==> src/rtl/dslope_pkg.sv <==
package dslope_pkg;
  typedef enum logic [1:0] {
    PH_AZ   = 2'd0,
    PH_INT  = 2'd1,
    PH_DINT = 2'd2,
    PH_IZ   = 2'd3
  } phase_e;

  localparam int unsigned NUM_PH = 4;
endpackage

==> src/rtl/dslope_sync.sv <==
module dslope_sync #(
  parameter int unsigned STAGES = 2
) (
  input  logic clk_i,
  input  logic rst_ni,
  input  logic d_i,
  output logic q_o
);
  logic [STAGES-1:0] sh_q;

  always_ff @(posedge clk_i or negedge rst_ni) begin
    if (!rst_ni) sh_q <= '0;
    else         sh_q <= {sh_q[STAGES-2:0], d_i};
  end

  assign q_o = sh_q[STAGES-1];
endmodule

==> src/rtl/dslope_fsm.sv <==
module dslope_fsm
  import dslope_pkg::*;
#(
  parameter int unsigned AZ_CYC  = 1000,
  parameter int unsigned INT_CYC = 100000,
  parameter int unsigned IZ_CYC  = 1000,
  parameter int unsigned IZ_MIN  = 16,
  parameter int unsigned RES_W   = 18
) (
  input  logic             clk_i,
  input  logic             rst_ni,
  input  logic             cmp_s_i,
  output phase_e           phase_o,
  output logic [RES_W-1:0] cnt_o,
  output logic             trip_o,
  output logic             over_o
);
  localparam logic [RES_W-1:0] AZ_LAST   = RES_W'(AZ_CYC - 1);
  localparam logic [RES_W-1:0] INT_LAST  = RES_W'(INT_CYC - 1);
  localparam logic [RES_W-1:0] DINT_LAST = RES_W'(2 * INT_CYC - 1);
  localparam logic [RES_W-1:0] IZ_LAST   = RES_W'(IZ_CYC - 1);
  localparam logic [RES_W-1:0] IZ_FLOOR  = RES_W'(IZ_MIN - 1);

  phase_e           phase_q;
  logic [RES_W-1:0] cnt_q;
  logic             leave;

  assign trip_o = (phase_q == PH_DINT) && cmp_s_i;
  assign over_o = (phase_q == PH_DINT) && !cmp_s_i && (cnt_q == DINT_LAST);

  always_comb begin
    unique case (phase_q)
      PH_AZ:   leave = (cnt_q == AZ_LAST);
      PH_INT:  leave = (cnt_q == INT_LAST);
      PH_DINT: leave = trip_o || over_o;
      default: leave = (cnt_q == IZ_LAST) || (cmp_s_i && (cnt_q >= IZ_FLOOR));
    endcase
  end

  always_ff @(posedge clk_i or negedge rst_ni) begin
    if (!rst_ni) begin
      phase_q <= PH_AZ;
      cnt_q   <= '0;
    end else if (leave) begin
      phase_q <= phase_e'(phase_q + 2'd1);  // IZ wraps to AZ
      cnt_q   <= '0;
    end else begin
      cnt_q   <= cnt_q + 1'b1;
    end
  end

  assign phase_o = phase_q;
  assign cnt_o   = cnt_q;
endmodule

==> src/rtl/dslope_result.sv <==
module dslope_result #(
  parameter int unsigned RES_W = 18,
  parameter int unsigned FULL  = 200000
) (
  input  logic             clk_i,
  input  logic             rst_ni,
  input  logic             trip_i,
  input  logic             over_i,
  input  logic [RES_W-1:0] cnt_i,
  input  logic             ack_i,
  output logic [RES_W-1:0] result_o,
  output logic             ovr_o,
  output logic             eoc_o,
  output logic             drdy_o
);
  logic done;
  assign done = trip_i || over_i;

  always_ff @(posedge clk_i or negedge rst_ni) begin
    if (!rst_ni) begin
      result_o <= '0;
      ovr_o    <= 1'b0;
      eoc_o    <= 1'b0;
      drdy_o   <= 1'b0;
    end else begin
      eoc_o <= done;
      if (trip_i) begin
        result_o <= cnt_i;
        ovr_o    <= 1'b0;
      end else if (over_i) begin
        result_o <= RES_W'(FULL);
        ovr_o    <= 1'b1;
      end
      if (done)       drdy_o <= 1'b1;
      else if (ack_i) drdy_o <= 1'b0;
    end
  end
endmodule

==> src/rtl/dslope_seq.sv <==
module dslope_seq
  import dslope_pkg::*;
#(
  parameter int unsigned AZ_CYC  = 1000,
  parameter int unsigned INT_CYC = 100000,
  parameter int unsigned IZ_CYC  = 1000,
  parameter int unsigned IZ_MIN  = 16,
  parameter int unsigned FULL    = 2 * INT_CYC,
  parameter int unsigned MAX_C   = (FULL > AZ_CYC) ? ((FULL > IZ_CYC) ? FULL : IZ_CYC)
                                                   : ((AZ_CYC > IZ_CYC) ? AZ_CYC : IZ_CYC),
  parameter int unsigned RES_W   = $clog2(MAX_C + 1)
) (
  input  logic             clk_i,
  input  logic             rst_ni,
  input  logic             cmp_i,
  input  logic             ack_i,
  output logic             sw_az_o,
  output logic             sw_int_o,
  output logic             sw_dint_o,
  output logic             sw_iz_o,
  output logic [RES_W-1:0] result_o,
  output logic             ovr_o,
  output logic             eoc_o,
  output logic             drdy_o
);
  phase_e            phase;
  logic [RES_W-1:0]  cnt;
  logic              cmp_s, trip, over;
  logic [NUM_PH-1:0] sel;

  dslope_sync #(.STAGES(2)) u_sync (
    .clk_i(clk_i), .rst_ni(rst_ni), .d_i(cmp_i), .q_o(cmp_s)
  );

  dslope_fsm #(
    .AZ_CYC(AZ_CYC), .INT_CYC(INT_CYC), .IZ_CYC(IZ_CYC),
    .IZ_MIN(IZ_MIN), .RES_W(RES_W)
  ) u_fsm (
    .clk_i(clk_i), .rst_ni(rst_ni), .cmp_s_i(cmp_s),
    .phase_o(phase), .cnt_o(cnt), .trip_o(trip), .over_o(over)
  );

  dslope_result #(.RES_W(RES_W), .FULL(FULL)) u_res (
    .clk_i(clk_i), .rst_ni(rst_ni), .trip_i(trip), .over_i(over),
    .cnt_i(cnt), .ack_i(ack_i), .result_o(result_o), .ovr_o(ovr_o),
    .eoc_o(eoc_o), .drdy_o(drdy_o)
  );

  for (genvar g = 0; g < NUM_PH; g++) begin : g_sel
    assign sel[g] = (phase == phase_e'(g));
  end

  assign sw_az_o   = sel[PH_AZ];
  assign sw_int_o  = sel[PH_INT];
  assign sw_dint_o = sel[PH_DINT];
  assign sw_iz_o   = sel[PH_IZ];
endmodule

==> config.mk <==
export PLATFORM = sky130hd
export DESIGN_NAME = dslope_seq
export DESIGN_NICKNAME = d
export VERILOG_FILES = /design/src/rtl/dslope_pkg.sv /design/src/rtl/dslope_sync.sv /design/src/rtl/dslope_fsm.sv /design/src/rtl/dslope_result.sv /design/src/rtl/dslope_seq.sv
export SDC_FILE = /design/constraint.sdc
export NUM_CORES = 1
export LEC_CHECK = 0
export BUFFER_PORTS_ARGS = -buffer_cell sky130_fd_sc_hd__buf_2
export CAP_MARGIN = 20
export CORE_UTILIZATION = 30
export CTS_BUF_LIST = sky130_fd_sc_hd__clkbuf_8 sky130_fd_sc_hd__clkbuf_16
export DETAILED_ROUTE_END_ITERATION = 6
export PLACE_DENSITY = 0.52
export SYNTH_ARGS = -nofsm -noshare
export SYNTH_HDL_FRONTEND = slang
export SYNTH_SLANG_ARGS = --single-unit
==> constraint.sdc <==
create_clock -name clk_i -period 3.65 [get_ports clk_i]
set_input_delay 0.73 -clock clk_i [delete_from_list [all_inputs] [get_ports clk_i]]
set_output_delay 0.73 -clock clk_i [all_outputs]
set_load 0.05 [all_outputs]
==> impl_metrics.tcl, run 1 <==
set metrics [dict create \
    skew_ns 0.00552 \
    dr.pass1.iters 4 \
    drv_cap 0 \
    power.total_mw 0.928 \
    wl_per_cell_um 15.2 \
    yosys.area.top_type "dfrtp_1" \
    layout_commonest_cell "dfrtp_1" \
    io_buffers 28 \
    clockBufferDepth 2 \
    slew_viol_final 0 \
    clock-sinks 43 \
    place.gp.congestion 0.856 \
    hold_viol 0 \
    cts_hold_buffers 0 \
    crit_fanout 14 \
    setup_viol_count_final 0 \
    drt-vias-per-instance 4.99 \
    yosysSeqAreaShare_pct 55.1 \
    critPathRequiredTime_ns 3.88 \
    worstSetupPathType "flip-flop to flip-flop" \
    synth_cells 180 \
    place_inst 276 \
    drive_above_1_share_pct 21.3 \
    arrival_ns 3.08 \
    yosys.cell_types.count 32 \
    tritoncts "built" \
    cts-root-buf "clkbuf_8" \
    clk_latency_ns 0.30 \
    pre_cts_ws_ns 0.787 \
    antenna_found_initial 0 \
    synth.top_cell.area_share_pct 55.1 \
    clk_pin_slew_ns 0.08 \
    rsz0062_at_grt "no" \
    power_density_nw_per_um2 408 \
    setup_ws_ns 0.797 \
    cts_buffers 5 \
    grt-ovfl-total 0 \
    post_cts_buffers 0 \
    outcome "finished clean" \
    start_util_pct 31.0 \
    worst_setup_path_start_kind "flip-flop" \
    p_leak_nw 1.07 \
    wl_um 4320 \
    yosysWarnings 0 \
    dieWidth_um 82.7 \
    end_kind "flip-flop" \
    ant_nets 0 \
    vias 1418 \
    grt_use_total_pct 14.2 \
    ys_seq_elements 43 \
    drc 0 \
    die-area_sq_um 6840 \
    synth_nets 189 \
    avgSynthCellArea_sq_um 10.9 \
    drtIter0Drc 88 \
    grt_max_degree 44 \
    dpl.hpwl_um 3020 \
    fin_cells 284 \
    die_h_um 82.7 \
    post_cts_resized 0 \
    finalCritPeriodShare_pct 78.2 \
    layout.nets 215 \
    io_pins 29 \
    peakVddDrop_uv 150 \
    min_period_ns 2.85 \
    synth_area_sq_um 1950 \
    slew-limit-headroom_pct 35.9 \
    grt_pass1_wl_um 7050 \
    htree_levels 2 \
    tightest_slew_ns 0.959 \
    grt_pass1_vias 1376 \
    finalCoreUtilization_pct 36.0 \
    fmax_mhz 350 \
    synth.area.top_cells "dfrtp_1, a22o_1, nor2_1" \
    num_rows 29 \
    hold_class "flip-flop to flip-flop" \
    tns_ns 0 \
    area_growth_pct 16.5 \
    diodes 0 \
    core_sq_um 6310 \
    final_cell_mix "dfrtp_1, buf_2, nor2_1" \
]
cell usage after synthesis:
library cell  number
nand4_1            5
a2bb2oi_1          1
nand2b_1           1
o31a_1             1
o22a_1             6
or2_2              2
or4_4              2
clkbuf_1           5
and2_1             1
o22ai_1            1
o21ai_0            1
a22o_1            12
nor3_1             4
dfrtp_1           43
nor4_1             3
buf_1              1
buf_6              3
ha_1               5
mux2_2             1
nor2_1            27
and4_1             2
nand2_1           14
or4_1              3
o41ai_1            1
buf_2              2
nor2b_1            1
or4b_2             1
xnor2_1            9
nand3_1            8
o31ai_1            1
inv_1              5
xor2_1             8
report_power, final:
part	internal (mW)	total [mW]	leakage [nW]	switching, mW
combinational	0.00150	0.0108	0.419	0.00929
clock	0.273	0.440	0.0644	0.167
sequential	0.477	0.478	0.582	0.000693
flip-flops by register name (all words and copies together), names as in the netlist:
signal and count:
u_sync.sh_q 2, u_res.ovr_o 1, u_res.eoc_o 1, u_res.result_o 18, u_fsm.cnt_o 18, u_fsm.phase_o 2, u_res.drdy_o 1
per-stage QoR:
step	hold slack [ns]	instance area, sq um
3_3_place_gp	0.336	2140
6_report	0.353	2280
4_1_cts	0.355	2280
5_1_grt	0.365	2280
2_1_floorplan	0.331	1950
3_5_place_dp	0.335	2140
layout make-up:
| type | count | area (sq um) |
|---|---|---|
| fillers | 665 | 4040 |
| flip-flops and latches | 43 | 1080 |
| multi-input cells | 121 | 793 |
| repair buffers | 30 | 155 |
| well taps | 77 | 96.3 |
| clock buffers | 5 | 68.8 |
| clock inverters | 3 | 67.6 |
| inverters | 5 | 18.8 |
per-layer routing:
layer	vias up	routed length (um)	GRT usage (%)
met5	-	0	0
met4	0	91	6.38
met3	8	171	3.63
met2	31	1850	19.7
met1	697	2200	20.5
li1	682	-	-
logic make-up (layout without fill, tap and decap cells):
| logic type | Yosys count | after routing | synth area share [%] |
|---|---|---|---|
| buffers and inverters | 16 | 43 | 4.35 |
| flip-flops | 43 | 43 | 55.1 |
| XOR/XNOR | 17 | 17 | 7.62 |
| AND/OR/NAND/NOR | 74 | 74 | 18.8 |
| AO/OA/AOI/OAI | 24 | 24 | 10.4 |
| adder cells (fa/ha/maj) | 5 | 5 | 3.20 |
| multiplexers | 1 | 1 | 0.576 |
worst max-delay path, stage by stage (launching register included):
cell and delay (ns):
dfrtp_1 0.47, or4_4 0.57, or4_4 0.44, nor4_1 0.46, nor2_1 0.34, inv_1 0.32, a2bb2oi_1 0.19
path summary, 6_finish.rpt:
kind	slack (ns)	startpoint	cells after the start	endpoint
setup / recovery	0.80	u_fsm.cnt_o[13]	6	u_res.result_o[10]
hold / removal	0.35	u_sync.sh_q[0]	0	u_sync.sh_q[1]
setup reg to reg	0.80	u_fsm.cnt_o[13]	6	u_res.result_o[10]
hold reg to reg	0.35	u_sync.sh_q[0]	0	u_sync.sh_q[1]
max in group asynchronous	2.48	rst_ni	1	u_res.result_o[16]
min in group asynchronous	0.58	rst_ni	1	u_fsm.cnt_o[2]
(Power assumes the default switching activity.)
==> run 2: changes to the inputs <==
Clock period 3.65 ns to 2.95 ns, I/O delays scaled along.
==> run 2 against run 1 <==
Against the previous run: power increased by 4.7%; sequential power is 24% higher; sequential share of layout area rose by 0.55 points; count of clock-buffer cells in the layout grew 1; critical endpoint is now u_res.result_o[4].
==> impl_metrics.tcl, run 2 (synthesis results as in run 1) <==
set metrics [dict create \
    outcome "finished clean" \
    grt_pass1_vias 1259 \
    vias 1377 \
    worstSetupPathType "flip-flop to flip-flop" \
    clock-sinks 43 \
    ant_nets 0 \
    crit_fanout 13 \
    wl_per_cell_um 14.6 \
    fmax_mhz 393 \
    grt-ovfl-total 0 \
    dieWidth_um 82.7 \
    antenna_found_initial 0 \
    layout_commonest_cell "dfrtp_1" \
    place.gp.congestion 0.875 \
    setup_viol_count_final 0 \
    p_leak_nw 1.06 \
    area_growth_pct 15.1 \
    cts_hold_buffers 0 \
    hold_ws_ns 0.359 \
    min_period_ns 2.54 \
    post_cts_buffers 0 \
    skew_ns 0.00580 \
    clk_pin_slew_ns 0.08 \
    final_cell_mix "dfrtp_1, buf_2, nor2_1" \
    die-area_sq_um 6840 \
    hold_class "flip-flop to flip-flop" \
    cts-root-buf "clkbuf_8" \
    layout.nets 218 \
    rsz0062_at_grt "no" \
    core_sq_um 6310 \
    start_util_pct 31.0 \
    pre_cts_ws_ns 0.399 \
    tns_ns 0 \
    cts_buffers 5 \
    post_cts_resized 0 \
    tritoncts "built" \
    clockBufferDepth 2 \
    drive_above_1_share_pct 22.0 \
    grt_max_degree 44 \
    holdPathStages 0 \
    r2r.worst_path.cells 6 \
    slew_viol_final 0 \
    dr.pass1.iters 4 \
    end_kind "flip-flop" \
    dpl.hpwl_um 2910 \
    io_pins 29 \
    setup_ws_ns 0.407 \
    num_rows 29 \
    diodes 0 \
    drtIter0Drc 81 \
    rr_startpoint "u_fsm.cnt_o[13]" \
    arrival_ns 2.72 \
    min_from "u_sync.sh_q[0]" \
    die_h_um 82.7 \
    slew-limit-headroom_pct 37.0 \
    hold_viol 0 \
    clk_latency_ns 0.29 \
    finalCritPeriodShare_pct 86.2 \
    finalCoreUtilization_pct 35.6 \
    r2r_slack_ns 0.41 \
    htree_levels 2 \
    wl_um 4160 \
    drv_cap 0 \
    grt_use_total_pct 13.2 \
    holdPathEnd "u_sync.sh_q[1]" \
    peakVddDrop_uv 159 \
    tightest_slew_ns 0.945 \
    worst_setup_path_start_kind "flip-flop" \
    drc 0 \
    critPathRequiredTime_ns 3.13 \
    power.total_mw 0.972 \
    io_buffers 28 \
    drt-vias-per-instance 4.81 \
    grt_pass1_wl_um 6470 \
    power_density_nw_per_um2 432 \
    r2r-end "u_res.result_o[4]" \
]
## run 2: worst max path at each step
stage / start / end / slack [ns] / cells past startpoint
floorplan: u_fsm.phase_o[1] / u_fsm.phase_o[1] / 0.25 / 7
global placement: u_fsm.cnt_o[12] / u_res.result_o[10] / 0.39 / 6
detailed placement: u_fsm.cnt_o[12] / u_res.result_o[10] / 0.40 / 6
CTS: u_fsm.cnt_o[13] / u_res.result_o[10] / 0.39 / 6
global route: u_fsm.cnt_o[12] / u_res.result_o[10] / 0.26 / 6
finish: u_fsm.cnt_o[13] / u_res.result_o[4] / 0.41 / 6
## run 2: metal layers
layer / vias to the layer above / GRT usage, % / wire, um
li1: 687 / - / -
met1: 647 / 18.9 / 2090
met2: 39 / 18.4 / 1790
met3: 4 / 3.52 / 216
met4: 0 / 5.69 / 65
met5: - / 0 / 0
## run 2: worst max-delay path, stage by stage, from the launching register on
cell and delay, ns:
dfrtp_1 0.47, or4_4 0.57, or4_4 0.44, nor4_1 0.47
nor2_1 0.10, buf_4 0.20, a22o_1 0.19
## run 2: cell type report
type | instances | area (sq um)
Timing Repair Buffer | 33 | 178
Multi-Input combinational cell | 121 | 793
Fill cell | 645 | 4060
Tap cell | 77 | 96.3
Clock buffer | 6 | 82.6
Clock inverter | 1 | 5.00
Sequential cell | 43 | 1080
Inverter | 5 | 18.8
## run 2: power breakdown
part           total (mW)  switching [mW]  leakage (nW)  internal (mW)
sequential          0.591        0.000884         0.582          0.590
combinational      0.0132          0.0114         0.434        0.00186
clock               0.367           0.184        0.0470          0.184
total               0.972           0.196          1.06          0.776
## run 2: metrics by stage
step	instances	cell area [sq um]
6_report	286	2250
5_1_grt	286	2250
4_1_cts	286	2250
3_5_place_dp	279	2160
3_3_place_gp	279	2160
2_1_floorplan	180	1950
==> run 3: changes to the inputs <==
--- a/config.mk
+++ b/config.mk
@@ -11,4 +11,5 @@
 export CTS_BUF_LIST = sky130_fd_sc_hd__clkbuf_8 sky130_fd_sc_hd__clkbuf_16
 export DETAILED_ROUTE_END_ITERATION = 6
+export GPL_TIMING_DRIVEN = 0
 export PLACE_DENSITY = 0.52
 export SYNTH_ARGS = -nofsm -noshare
==> constraint.sdc (replaced) <==
create_clock -name clk_i -period 2.95 [get_ports clk_i]
set_input_delay 0.295 -clock clk_i [delete_from_list [all_inputs] [get_ports clk_i]]
set_output_delay 0.295 -clock clk_i [all_outputs]
set_load 0.05 [all_outputs]
==> run 3 against run 2 <==
Against the previous run: final cell count increased by 2.4%; power increased by 11%; hold slack got worse by 0.25 ns; via count increased by 1.7%; sequential power about the same; sequential share of layout area decreased by 1.3 points; critical path type unchanged; clock skew increased by 0.0029 ns.
==> impl_metrics.tcl, run 3 (synthesis results as in run 1) <==
set metrics [dict create \
    routed.top_layer "met4" \
    grt-ovfl-total 0 \
    clockBufferDepth 2 \
    core_sq_um 6310 \
    htree_levels 2 \
    post_cts_buffers 0 \
    drc 0 \
    final_cell_mix "dfrtp_1, buf_2, nor2_1" \
    dpl.hpwl_um 2920 \
    drt-vias-per-instance 4.78 \
    cts_buffers 5 \
    slew-limit-headroom_pct 36.9 \
    wl_um 4240 \
    antenna_found_initial 0 \
    end_kind "flip-flop" \
    dieWidth_um 82.7 \
    crit_chain "buf_2 > or4_4 > or4_4 > nor4_2 > nor2_1 > inv_1 > a2bb2oi_1" \
    clock-sinks 43 \
    drtIter0Drc 101 \
    worstSetupPathType "flip-flop to flip-flop" \
    tritoncts "built" \
    num_rows 29 \
    outcome "finished clean" \
    wl_met2_um 1860 \
    finalCritPeriodShare_pct 91.4 \
    slew_viol_final 0 \
    start_util_pct 31.0 \
    hold_ws_ns 0.107 \
    skew_ns 0.00867 \
    clk_pin_slew_ns 0.08 \
    dr.pass1.iters 5 \
    arrival_ns 2.91 \
    slowest_delay_ns 0.54 \
    tns_ns 0 \
    grt_max_degree 44 \
    io_buffers 28 \
    p_leak_nw 1.08 \
    critPathRequiredTime_ns 3.17 \
    crit_top_cell "or4_4" \
    area_growth_pct 18.4 \
    hold_viol 0 \
    hold_class "input pin to flip-flop" \
    fillers 660 \
    cts-root-buf "clkbuf_8" \
    placed_area_sq_um 2190 \
    min_period_ns 2.70 \
    place.gp.congestion 0.791 \
    fin_area_sq_um 2310 \
    drive_above_1_share_pct 22.2 \
    grt_use_total_pct 13.7 \
    power_density_nw_per_um2 466 \
    peakVddDrop_uv 210 \
    finalCoreUtilization_pct 36.7 \
    die-area_sq_um 6840 \
    layout_commonest_cell "dfrtp_1" \
    diodes 0 \
    rsz0062_at_grt "no" \
    clk_latency_ns 0.30 \
    drv_cap 0 \
    fmax_mhz 371 \
    setup_viol_count_final 0 \
    die_h_um 82.7 \
    pre_cts_ws_ns 0.0922 \
    crit_fanout 9 \
    critPathSlowestCell "or4_4" \
    route.met3.wl_um 160 \
    tightest_slew_ns 0.946 \
    worst_setup_path_start_kind "flip-flop" \
    vias 1401 \
    ant_nets 0 \
    wl_per_cell_um 14.5 \
    layout.nets 224 \
    io_pins 29 \
    grt_pass1_vias 1335 \
    setup_ws_ns 0.255 \
    wl_met1_um 2150 \
    grt_pass1_wl_um 6830 \
]
-- run 3: cell types whose count changed in the layout (fill, tap and decap cells not counted), sizes merged --
cell | before | now
clkbuf | 6 | 11
buf | 33 | 34
bufinv | 0 | 1
-- run 3: area by class of cell --
class / instances / area (sq um) / share of cell area, %
plain buffers: 11 / 66.3 / 2.86
clock buffers: 6 / 82.6 / 3.57
clock inverters: 2 / 35.0 / 1.51
inverters: 5 / 18.8 / 0.811
multi-input cells: 121 / 800 / 34.5
flip-flops and latches: 43 / 1080 / 46.5
well taps: 77 / 96.3 / 4.16
repair buffers: 28 / 140 / 6.05
-- run 3: worst max-delay path, delay by kind of cell (launching register included) --
family	cells	cell delay (ns)
AOI/OAI and AO/OA	1	0.21
buffers and inverters	2	0.42
DFF	1	0.36
and+or+nand+nor	4	1.62
-- run 3: timing repair --
item | 4_1_cts | 5_1_grt
gates resized for setup | 0 | 1
hold buffers | 0 | 0
setup endpoints to repair | 0 | 12
-- run 3: worst paths after layout --
check	endpoint	slack (ns)	startpoint	cells after the start
worst max register to register	u_res.result_o[10]	0.25	u_fsm.cnt_o[12]	7
max in group asynchronous	u_fsm.phase_o[0]	2.21	rst_ni	1
min in group asynchronous	u_res.drdy_o	0.14	rst_ni	1
worst min-delay path	u_sync.sh_q[0]	0.11	cmp_i	1
worst max-delay path	u_res.result_o[10]	0.25	u_fsm.cnt_o[12]	7
worst min register to register	u_sync.sh_q[1]	0.36	u_sync.sh_q[0]	0
-- run 3: layer usage --
layer | vias to the layer above | GRT usage, %
met4 | 0 | 4.66
met3 | 6 | 3.30
li1 | 701 | -
met5 | - | 0
met1 | 663 | 20.5
met2 | 31 | 18.9
-- run 3: where the power goes --
| group | leakage, nW | internal [mW] | total, mW | switching, mW |
|---|---|---|---|---|
| Combinational | 0.442 | 0.00186 | 0.0132 | 0.0113 |
| Sequential | 0.582 | 0.590 | 0.591 | 0.000834 |
| Clock | 0.0612 | 0.274 | 0.475 | 0.201 |
| Total | 1.08 | 0.866 | 1.08 | 0.213 |
-- run 3: metrics by stage --
step	cells	total power [mW]
floorplan	180	0.603
global placement	285	0.617
detailed placement	285	0.617
CTS	293	1.09
global route	293	1.13
finish	293	1.08
